File: config.mk
export PLATFORM = sky130hd
export DESIGN_NAME = spiq_status_unit
export DESIGN_NICKNAME = d
export VERILOG_FILES = /design/src/rtl/spiq_stat_pkg.sv /design/src/rtl/spiq_event_qual.sv /design/src/rtl/spiq_flag_bank.sv /design/src/rtl/spiq_req_out.sv /design/src/rtl/spiq_status_unit.sv
export SDC_FILE = /design/constraint.sdc
export NUM_CORES = 1
export LEC_CHECK = 0
export BUFFER_PORTS_ARGS = -buffer_cell sky130_fd_sc_hd__buf_2
export CORE_MARGIN = 4
export CORE_UTILIZATION = 26
export DETAILED_ROUTE_END_ITERATION = 16
export PLACE_DENSITY = 0.83
export SLEW_MARGIN = 15
export SYNTH_ARGS = -nofsm -noshare
export SYNTH_HDL_FRONTEND = slang
export SYNTH_SLANG_ARGS = --single-unit
File: constraint.sdc
create_clock -name clk -period 0.9 [get_ports clk]
set_input_delay 0.18 -clock clk [delete_from_list [all_inputs] [get_ports clk]]
set_output_delay 0.18 -clock clk [all_outputs]
set_load 0.01 [all_outputs]
File: src/rtl/spiq_stat_pkg.sv
package spiq_stat_pkg;

    localparam int FLAG_N = 6;

    typedef enum int {
        FLG_DONE  = 0,
        FLG_RUN   = 1,
        FLG_QEND  = 2,
        FLG_STARV = 3,
        FLG_ROOM  = 4,
        FLG_OVRN  = 5
    } flag_idx_e;

    // Field number of each flag, counted from the most significant bit.
    function automatic int msbf_field(int idx);
        case (idx)
            0:       return 0;
            1:       return 1;
            2:       return 3;
            3:       return 4;
            4:       return 6;
            default: return 12;
        endcase
    endfunction

    // Reset value of each flag: only the transmit room flag starts set.
    localparam logic [FLAG_N-1:0] FLAG_RST = FLAG_N'(1) << FLG_ROOM;

    typedef struct packed {
        logic [FLAG_N-1:0] set;
        logic [FLAG_N-1:0] kill;
    } flag_evt_t;

    typedef struct packed {
        logic [FLAG_N-1:0] flags;
    } flag_state_t;

endpackage

File: src/rtl/spiq_event_qual.sv
module spiq_event_qual
    import spiq_stat_pkg::*;
(
    input  logic      mode_master,
    input  logic      cfg_spi_fmt,
    input  logic      ev_last_bit,
    input  logic      ev_cmd_eoq,
    input  logic      ev_run_start,
    input  logic      ev_xfer_start,
    input  logic      txf_empty,
    input  logic      txf_full,
    input  logic      rxf_full,
    input  logic      rx_shift_full,
    output flag_evt_t evt
);

    always_comb begin
        evt = '0;
        evt.set[FLG_DONE]  = ev_last_bit;
        evt.set[FLG_QEND]  = ev_last_bit & ev_cmd_eoq & mode_master;
        evt.set[FLG_RUN]   = ev_run_start;
        evt.set[FLG_STARV] = ~mode_master & cfg_spi_fmt & ev_xfer_start & txf_empty;
        evt.set[FLG_ROOM]  = ~txf_full;
        evt.set[FLG_OVRN]  = ev_xfer_start & rxf_full & rx_shift_full;
        // Queue end stops the run state with priority over a new start.
        evt.kill[FLG_RUN]  = evt.set[FLG_QEND];
    end

endmodule

File: src/rtl/spiq_flag_bank.sv
module spiq_flag_bank
    import spiq_stat_pkg::*;
#(
    parameter logic [FLAG_N-1:0] RST_VAL = FLAG_RST
) (
    input  logic              clk,
    input  logic              rst_n,
    input  flag_evt_t         evt,
    input  logic [FLAG_N-1:0] clr,
    output logic [FLAG_N-1:0] flags
);

    flag_state_t st_d, st_q;

    always_comb begin
        st_d = st_q;
        for (int i = 0; i < FLAG_N; i++) begin
            st_d.flags[i] = (evt.set[i] | (st_q.flags[i] & ~clr[i])) & ~evt.kill[i];
        end
    end

    always_ff @(posedge clk or negedge rst_n) begin
        if (!rst_n) begin
            st_q.flags <= RST_VAL;
        end else begin
            st_q <= st_d;
        end
    end

    assign flags = st_q.flags;

endmodule

File: src/rtl/spiq_req_out.sv
module spiq_req_out
    import spiq_stat_pkg::*;
(
    input  logic [FLAG_N-1:0] flags,
    input  logic [FLAG_N-1:0] irq_en,
    input  logic              dma_en,
    output logic              irq_req,
    output logic              dma_req
);

    always_comb begin
        irq_req = |(flags & irq_en);
        dma_req = flags[FLG_ROOM] & dma_en;
    end

endmodule

File: src/rtl/spiq_status_unit.sv
module spiq_status_unit
    import spiq_stat_pkg::*;
#(
    parameter int DATA_W = 32
) (
    input  logic              clk,
    input  logic              rst_n,
    input  logic              mode_master,
    input  logic              cfg_spi_fmt,
    input  logic              ev_last_bit,
    input  logic              ev_cmd_eoq,
    input  logic              ev_run_start,
    input  logic              ev_xfer_start,
    input  logic              txf_empty,
    input  logic              txf_full,
    input  logic              rxf_full,
    input  logic              rx_shift_full,
    input  logic              dma_ack,
    input  logic              wr_en,
    input  logic [DATA_W-1:0] wr_data,
    output logic [DATA_W-1:0] rd_data,
    input  logic [FLAG_N-1:0] irq_en,
    input  logic              dma_en,
    output logic              irq_req,
    output logic              dma_req
);

    flag_evt_t         evt;
    logic [FLAG_N-1:0] wr_hit;
    logic [FLAG_N-1:0] clr;
    logic [FLAG_N-1:0] flags;
    logic [DATA_W-1:0] fld_mask;

    generate
        for (genvar g = 0; g < FLAG_N; g++) begin : g_map
            localparam int POS = DATA_W - 1 - msbf_field(g);
            assign wr_hit[g]     = wr_en & wr_data[POS];
            assign rd_data[POS]  = flags[g];
        end
    endgenerate

    always_comb begin
        fld_mask = '0;
        for (int i = 0; i < FLAG_N; i++) begin
            fld_mask[DATA_W-1-msbf_field(i)] = 1'b1;
        end
    end

    generate
        for (genvar b = 0; b < DATA_W; b++) begin : g_rsv
            if (!((b == DATA_W-1-msbf_field(0)) || (b == DATA_W-1-msbf_field(1)) ||
                  (b == DATA_W-1-msbf_field(2)) || (b == DATA_W-1-msbf_field(3)) ||
                  (b == DATA_W-1-msbf_field(4)) || (b == DATA_W-1-msbf_field(5)))) begin : g_zero
                assign rd_data[b] = 1'b0;
            end
        end
    endgenerate

    logic unused_wr_bits;
    assign unused_wr_bits = ^(wr_data & ~fld_mask);

    // Software clears; the DMA acknowledge only retires transmit room while full.
    always_comb begin
        clr = wr_hit;
        clr[FLG_ROOM] = wr_hit[FLG_ROOM] | (dma_ack & txf_full);
    end

    spiq_event_qual u_qual (
        .mode_master   (mode_master),
        .cfg_spi_fmt   (cfg_spi_fmt),
        .ev_last_bit   (ev_last_bit),
        .ev_cmd_eoq    (ev_cmd_eoq),
        .ev_run_start  (ev_run_start),
        .ev_xfer_start (ev_xfer_start),
        .txf_empty     (txf_empty),
        .txf_full      (txf_full),
        .rxf_full      (rxf_full),
        .rx_shift_full (rx_shift_full),
        .evt           (evt)
    );

    spiq_flag_bank #(.RST_VAL(FLAG_RST)) u_bank (
        .clk   (clk),
        .rst_n (rst_n),
        .evt   (evt),
        .clr   (clr),
        .flags (flags)
    );

    spiq_req_out u_req (
        .flags   (flags),
        .irq_en  (irq_en),
        .dma_en  (dma_en),
        .irq_req (irq_req),
        .dma_req (dma_req)
    );

endmodule

==> results of run 1 <==
## cells in the final DEF, fill, tap and decap left out, drive strengths merged
cell         netlist  final
buf               26     42
conb               1     26
dfrtp              5      5
nand2              4      4
clkbuf             0      4
a22oi              3      3
nand3              2      2
a32o               2      2
and2               2      2
a21boi             1      1
o21a               1      1
a21bo              1      1
nor2b              1      1
nand2b             1      1
o21ai              1      1
a21o               1      1
dlygate4sd3        0      1
dfstp              1      1
## metrics by stage
| stage | setup slack [ps] | cell area, sq um | utilization [%] | hold slack [ps] | total power, uW |
|---|---|---|---|---|---|
| after global placement | -104.3 | 619.3 | 35.48 | 7.377 | 574.7 |
| after detailed placement | -149.4 | 619.3 | 35.48 | 9.101 | 580.4 |
| after global routing | -394.0 | 743.2 | 42.58 | 68.40 | 991.8 |
| after CTS | -345.9 | 739.5 | 42.37 | 70.17 | 935.7 |
| final | -312.8 | 743.2 | 42.58 | 70.71 | 925.7 |
| after floorplan | -7.932 | 575.6 | - | -115.6 | 521.8 |
## logic make-up (layout without fill, tap and decap cells)
kind of cell	Yosys count	after routing	share of synthesized area, %
and+or+nand+nor	10	10	10.65
buffers and inverters	26	47	40.52
AOI/OAI and AO/OA	10	10	16.62
DFF	6	6	31.43
other	1	26	0.7785
## metal layers
metal	track usage, %	up-vias
met5	0	-
met4	7.623	0
met3	4.956	2
met2	18.24	37
met1	8.185	196
li1	-	220
## power groups by stage
stage          logic (uW)  clock network (uW)  registers (uW)
5_1_grt               372                 296             324
3_3_place_gp          257                   0             318
6_report              338                 267             321
2_1_floorplan         187                   0             335
4_1_cts               339                 279             318
3_5_place_dp          262                   0             318
## cell usage after synthesis
library cell	n
a21o_1	1
nand2b_1	1
dfstp_2	1
o21a_1	1
a22oi_1	3
and2_1	1
o21ai_1	1
a21bo_2	1
dfrtp_1	5
a32o_1	2
and2_2	1
a21boi_0	1
conb_1	1
nor2b_1	1
nand3_1	2
buf_4	26
nand2_1	4
## layout make-up
cell class | count | area, sq um | area share, %
Tap cell | 25 | 31.28 | 4.209
Sequential cell | 6 | 151.4 | 20.37
Timing Repair Buffer | 43 | 296.5 | 39.90
Clock buffer | 4 | 26.28 | 3.535
Multi-Input combinational cell | 46 | 237.7 | 31.99
## worst register-to-register path: stages, from the launching register on
cell and delay [ps]:
dfrtp_1 380, buf_6 120, buf_4 120, buf_4 120, a21o_1 140
## how the worst max path moves through the flow
stage / to / slack [ps] / cells past startpoint
floorplan: irq_req / -8 / 2
detailed placement: irq_req / -150 / 3
CTS: irq_req / -350 / 3
global route: irq_req / -390 / 3
finish: irq_req / -310 / 3
global placement: irq_req / -100 / 3
## timing repair
item,in CTS,in global routing
endpoints found under the hold margin,6,0
hold buffers,1,0
setup buffers,5,3
gates resized for setup,13,4
pin swaps,3,1
endpoints found under the setup margin,9,10
==> impl_metrics.tcl, run 1 <==
set metrics [dict create \
    status "finished with violations" \
    violations "negative setup slack" \
    dieArea_sq_um 2606 \
    grt_max_degree 7 \
    finClkSkew_ps 0 \
    antenna_found_initial 0 \
    holdPathEnd "u_bank.flags[4]$_DFF_PN1_" \
    critPathTopFamily "flip-flops" \
    num_antenna_cells 0 \
    die_w_um 51.05 \
    p_leak_uw 0.0004150 \
    syn_area_per_cell_sq_um 9.089 \
    syn_inst 53 \
    max_freq_mhz 824.5 \
    pwr-share-seq_pct 34.7 \
    r2r_cells 4 \
    hp-class "in2reg" \
    nets 153 \
    crit_path_start "u_bank.flags[1]$_DFF_PN0_" \
    ir_drop_v 0.0004379 \
    largest_reg_flops 6 \
    cp_num_buf_inv 1 \
    path_max_fanout 2 \
    critPathLaunchType "flip-flop" \
    vias 455 \
    viasPerCell 3.669 \
    cts_max_level 1 \
    grt_use_total_pct 10.09 \
    drive_gt1_share_pct 50.51 \
    dr.pass1.iters 4 \
    drtIter0Drc 1 \
    clkSinkCount 6 \
    cap_viol_max_count 0 \
    grt-ovfl-total 0 \
    synth_cell_types 17 \
    rsz0062_at_grt "yes" \
    critPathKind "reg2out" \
    cp_slowest_cell "dfrtp_1" \
    synth_top_area_share_pct 40.52 \
    met1_length_um 363 \
    drt-total-wl_mm 1.296 \
    drv_slew 0 \
    power.density_nw_per_um2 1246 \
    r2r-start "u_bank.flags[0]$_DFF_PN0_" \
    layoutNonFillerInstCount 124 \
    routabilityCongestion 0.6859 \
    cts_tree "yes" \
    top_regs "u_bank.flags (6)" \
    fp-row-count 15 \
    fin_setup_tns_ps -1669 \
    cts.path.max_buffers 2 \
    clk_latency_ps 250 \
    crit_chain "a22oi_2, nand3_1, buf_2" \
    area_delta_synth_final_pct 54.29 \
    netlist_area_sq_um 481.7 \
    fillers 174 \
    highest_layer "met4" \
    start_util_pct 27.60 \
    ys_seq_area_share_pct 31.43 \
    design.core.area_sq_um 1745 \
    setup_viol 10 \
    sw_frac_of_total_pct 29.19 \
    wl_per_cell_um 10.45 \
    cts_buffers 3 \
    yosys-top-cells-area "buf_4 (41%), dfrtp_1 (26%), dfstp_2 (5.5%)" \
    dp_cells 116 \
    clk_pin_slew_ps 40 \
    ys_seq_elements 6 \
    wl_met3_um 209 \
    clockPowerShare_pct 28.8 \
    cp.arrival_ps 1030 \
    hold_depth 2 \
    synth_warnings 0 \
    fin_ws_ps -312.8 \
    r2r_setup_slack_ps -90 \
    post-route-min-period_ps 1213 \
    hold_viol 0 \
    postRouteAntennaNets 0 \
    die_y_um 51.05 \
    largest_register "u_bank.flags" \
    p_int_uw 655.5 \
    r2r-end "u_bank.flags[0]$_DFF_PN0_" \
    post-synth-top-area-cell "buf_4" \
    p_sw_uw 270.2 \
    grt_pass1_vias 463 \
    io_pins 87 \
    drcViolationCount 0 \
    crit_required_ps 720 \
    io_buffers 34 \
    wl_met2_um 715 \
    period_share_pct 134.8 \
    grt_pass1_wl_mm 1.856 \
    cpPeakStageDelay_ps 400 \
    end_kind "output pin" \
    hold_start "txf_full" \
    pwr-share-comb_pct 36.6 \
    root_buffer "clkbuf_4" \
]
No activity file was read; power rests on OpenSTA's default activity.
==> inputs of run 2 (changes only) <==
--- a/config.mk
+++ b/config.mk
@@ -7,10 +7,10 @@
 export LEC_CHECK = 0
 export BUFFER_PORTS_ARGS = -buffer_cell sky130_fd_sc_hd__buf_2
 export CORE_MARGIN = 4
-export CORE_UTILIZATION = 26
+export CORE_UTILIZATION = 23
 export DETAILED_ROUTE_END_ITERATION = 16
-export PLACE_DENSITY = 0.83
-export SLEW_MARGIN = 15
+export PLACE_DENSITY = 0.77
+export SLEW_MARGIN = 20
 export SYNTH_ARGS = -nofsm -noshare
 export SYNTH_HDL_FRONTEND = slang
 export SYNTH_SLANG_ARGS = --single-unit
==> constraint.sdc (replaced) <==
create_clock -name clk -period 1.02 [get_ports clk]
set_input_delay 0.204 -clock clk [delete_from_list [all_inputs] [get_ports clk]]
set_output_delay 0.204 -clock clk [all_outputs]
set_load 0.01 [all_outputs]
==> impl_metrics.tcl, run 2 (synthesis results as in run 1) <==
set metrics [dict create \
    status "finished with violations" \
    violations "negative setup slack" \
    power_uw 806.3 \
    viasPerCell 3.504 \
    grt_max_degree 7 \
    power.density_nw_per_um2 1096 \
    grt_pass1_vias 420 \
    area_delta_synth_final_pct 52.73 \
    setup_viol 8 \
    top_regs "u_bank.flags (6)" \
    layout_common_cells "buf_2 (28), conb_1 (26), buf_6 (10), dfrtp_1 (5), nand2_1 (4)" \
    io_pins 87 \
    cap_viol_max_count 0 \
    die_y_um 53.77 \
    fillers 218 \
    placed_area_sq_um 621.8 \
    post-route-min-period_ps 1240 \
    start_util_pct 24.31 \
    drtIter0Drc 2 \
    dp_cells 118 \
    multiInputGateArea_sq_um 239.0 \
    drt-total-wl_mm 1.282 \
    regArea_sq_um 151.4 \
    hp-class "in2reg" \
    grt-ovfl-total 0 \
    cts_buffers 3 \
    crit_required_ps 820 \
    critPathLaunchType "flip-flop" \
    root_buffer "clkbuf_4" \
    finalInstanceArea_sq_um 735.7 \
    period_share_pct 121.6 \
    dpl.hpwl_mm 1.145 \
    fp-row-count 16 \
    path_max_fanout 3 \
    post-route-util_pct 37.12 \
    dr.pass1.iters 3 \
    dieArea_sq_um 2891 \
    routabilityCongestion 0.6121 \
    end_kind "output pin" \
    wl_per_cell_um 10.26 \
    drv_slew 0 \
    max_freq_mhz 806.2 \
    finClkSkew_ps 0 \
    largest_reg_flops 6 \
    die_w_um 53.77 \
    critPathKind "reg2out" \
    cts.path.max_buffers 2 \
    vias 438 \
    largest_register "u_bank.flags" \
    layoutNonFillerInstCount 125 \
    p_leak_uw 0.0004084 \
    postRouteAntennaNets 0 \
    grt_pass1_wl_mm 1.718 \
    fin_ws_ps -220.4 \
    design.core.area_sq_um 1982 \
    clk_pin_slew_ps 40 \
    final_common_cell "buf_2" \
    clkSinkCount 6 \
    antenna_found_initial 0 \
    drcViolationCount 0 \
    hold_viol 0 \
    nets 152 \
    num_antenna_cells 0 \
    drive_gt1_share_pct 50.00 \
    rsz0062_at_grt "yes" \
    cp.arrival_ps 1040 \
    r2r_setup_slack_ps 90 \
    cts_tree "yes" \
    grt_use_total_pct 8.516 \
    ir_drop_v 0.0004206 \
    cts_max_level 1 \
    clk_latency_ps 230 \
    io_buffers 34 \
]
run 2: timing repair:
| action | 4_1_cts | 5_1_grt |
|---|---|---|
| hold buffers | 1 | 0 |
| setup endpoints to repair | 8 | 8 |
| endpoints found under the hold margin | 6 | 0 |
| buffers inserted | 3 | 1 |
| gates resized for setup | 12 | 0 |
| pin swaps | 2 | 0 |
run 2: layout make-up:
class	instances	share of cell area (%)
clock buffer	4	3.571
tap	27	4.592
sequential	6	20.58
multi-input combinational	46	32.48
timing repair buffer	42	38.78
run 2: final timing paths:
path	end	cells past startpoint	from
min	u_bank.flags[4]$_DFF_PN1_	2	txf_full
max reg2reg	u_bank.flags[1]$_DFF_PN0_	3	u_bank.flags[1]$_DFF_PN0_
max in group asynchronous	u_bank.flags[4]$_DFF_PN1_	2	rst_n
min reg2reg	u_bank.flags[4]$_DFF_PN1_	3	u_bank.flags[4]$_DFF_PN1_
max	irq_req	3	u_bank.flags[4]$_DFF_PN1_
min in group asynchronous	u_bank.flags[3]$_DFF_PN0_	2	rst_n
run 2: routing by layer:
layer | routed length [um] | vias up | GRT usage (%)
met5 | 0 | - | 0
met4 | 0 | 0 | 2.553
met3 | 162 | 0 | 4.986
met2 | 725 | 30 | 15.93
met1 | 394 | 191 | 7.525
li1 | - | 217 | -
run 2: worst max-delay path, stage by stage (launching register included):
cell,delay [ps]
dfstp_2,540
a22oi_1,70
nand3_1,70
buf_2,130
run 2: power breakdown:
part / leakage, uW / switching (uW) / internal (uW) / total (uW)
Sequential: 0.0000693 / 17.8 / 265 / 282
Combinational: 0.000324 / 132 / 160 / 292
Clock: 0.0000150 / 84.3 / 148 / 232
run 2: stage by stage:
step	setup WS [ps]	hold slack, ps	TNS, ps
after global routing	-298.1	91.37	-1181
after floorplan	73.63	-91.59	0
after global placement	-27.45	34.59	-27.45
final	-220.4	101.5	-804.4
after detailed placement	-35.70	33.68	-35.70
after CTS	-241.8	95.79	-906.6
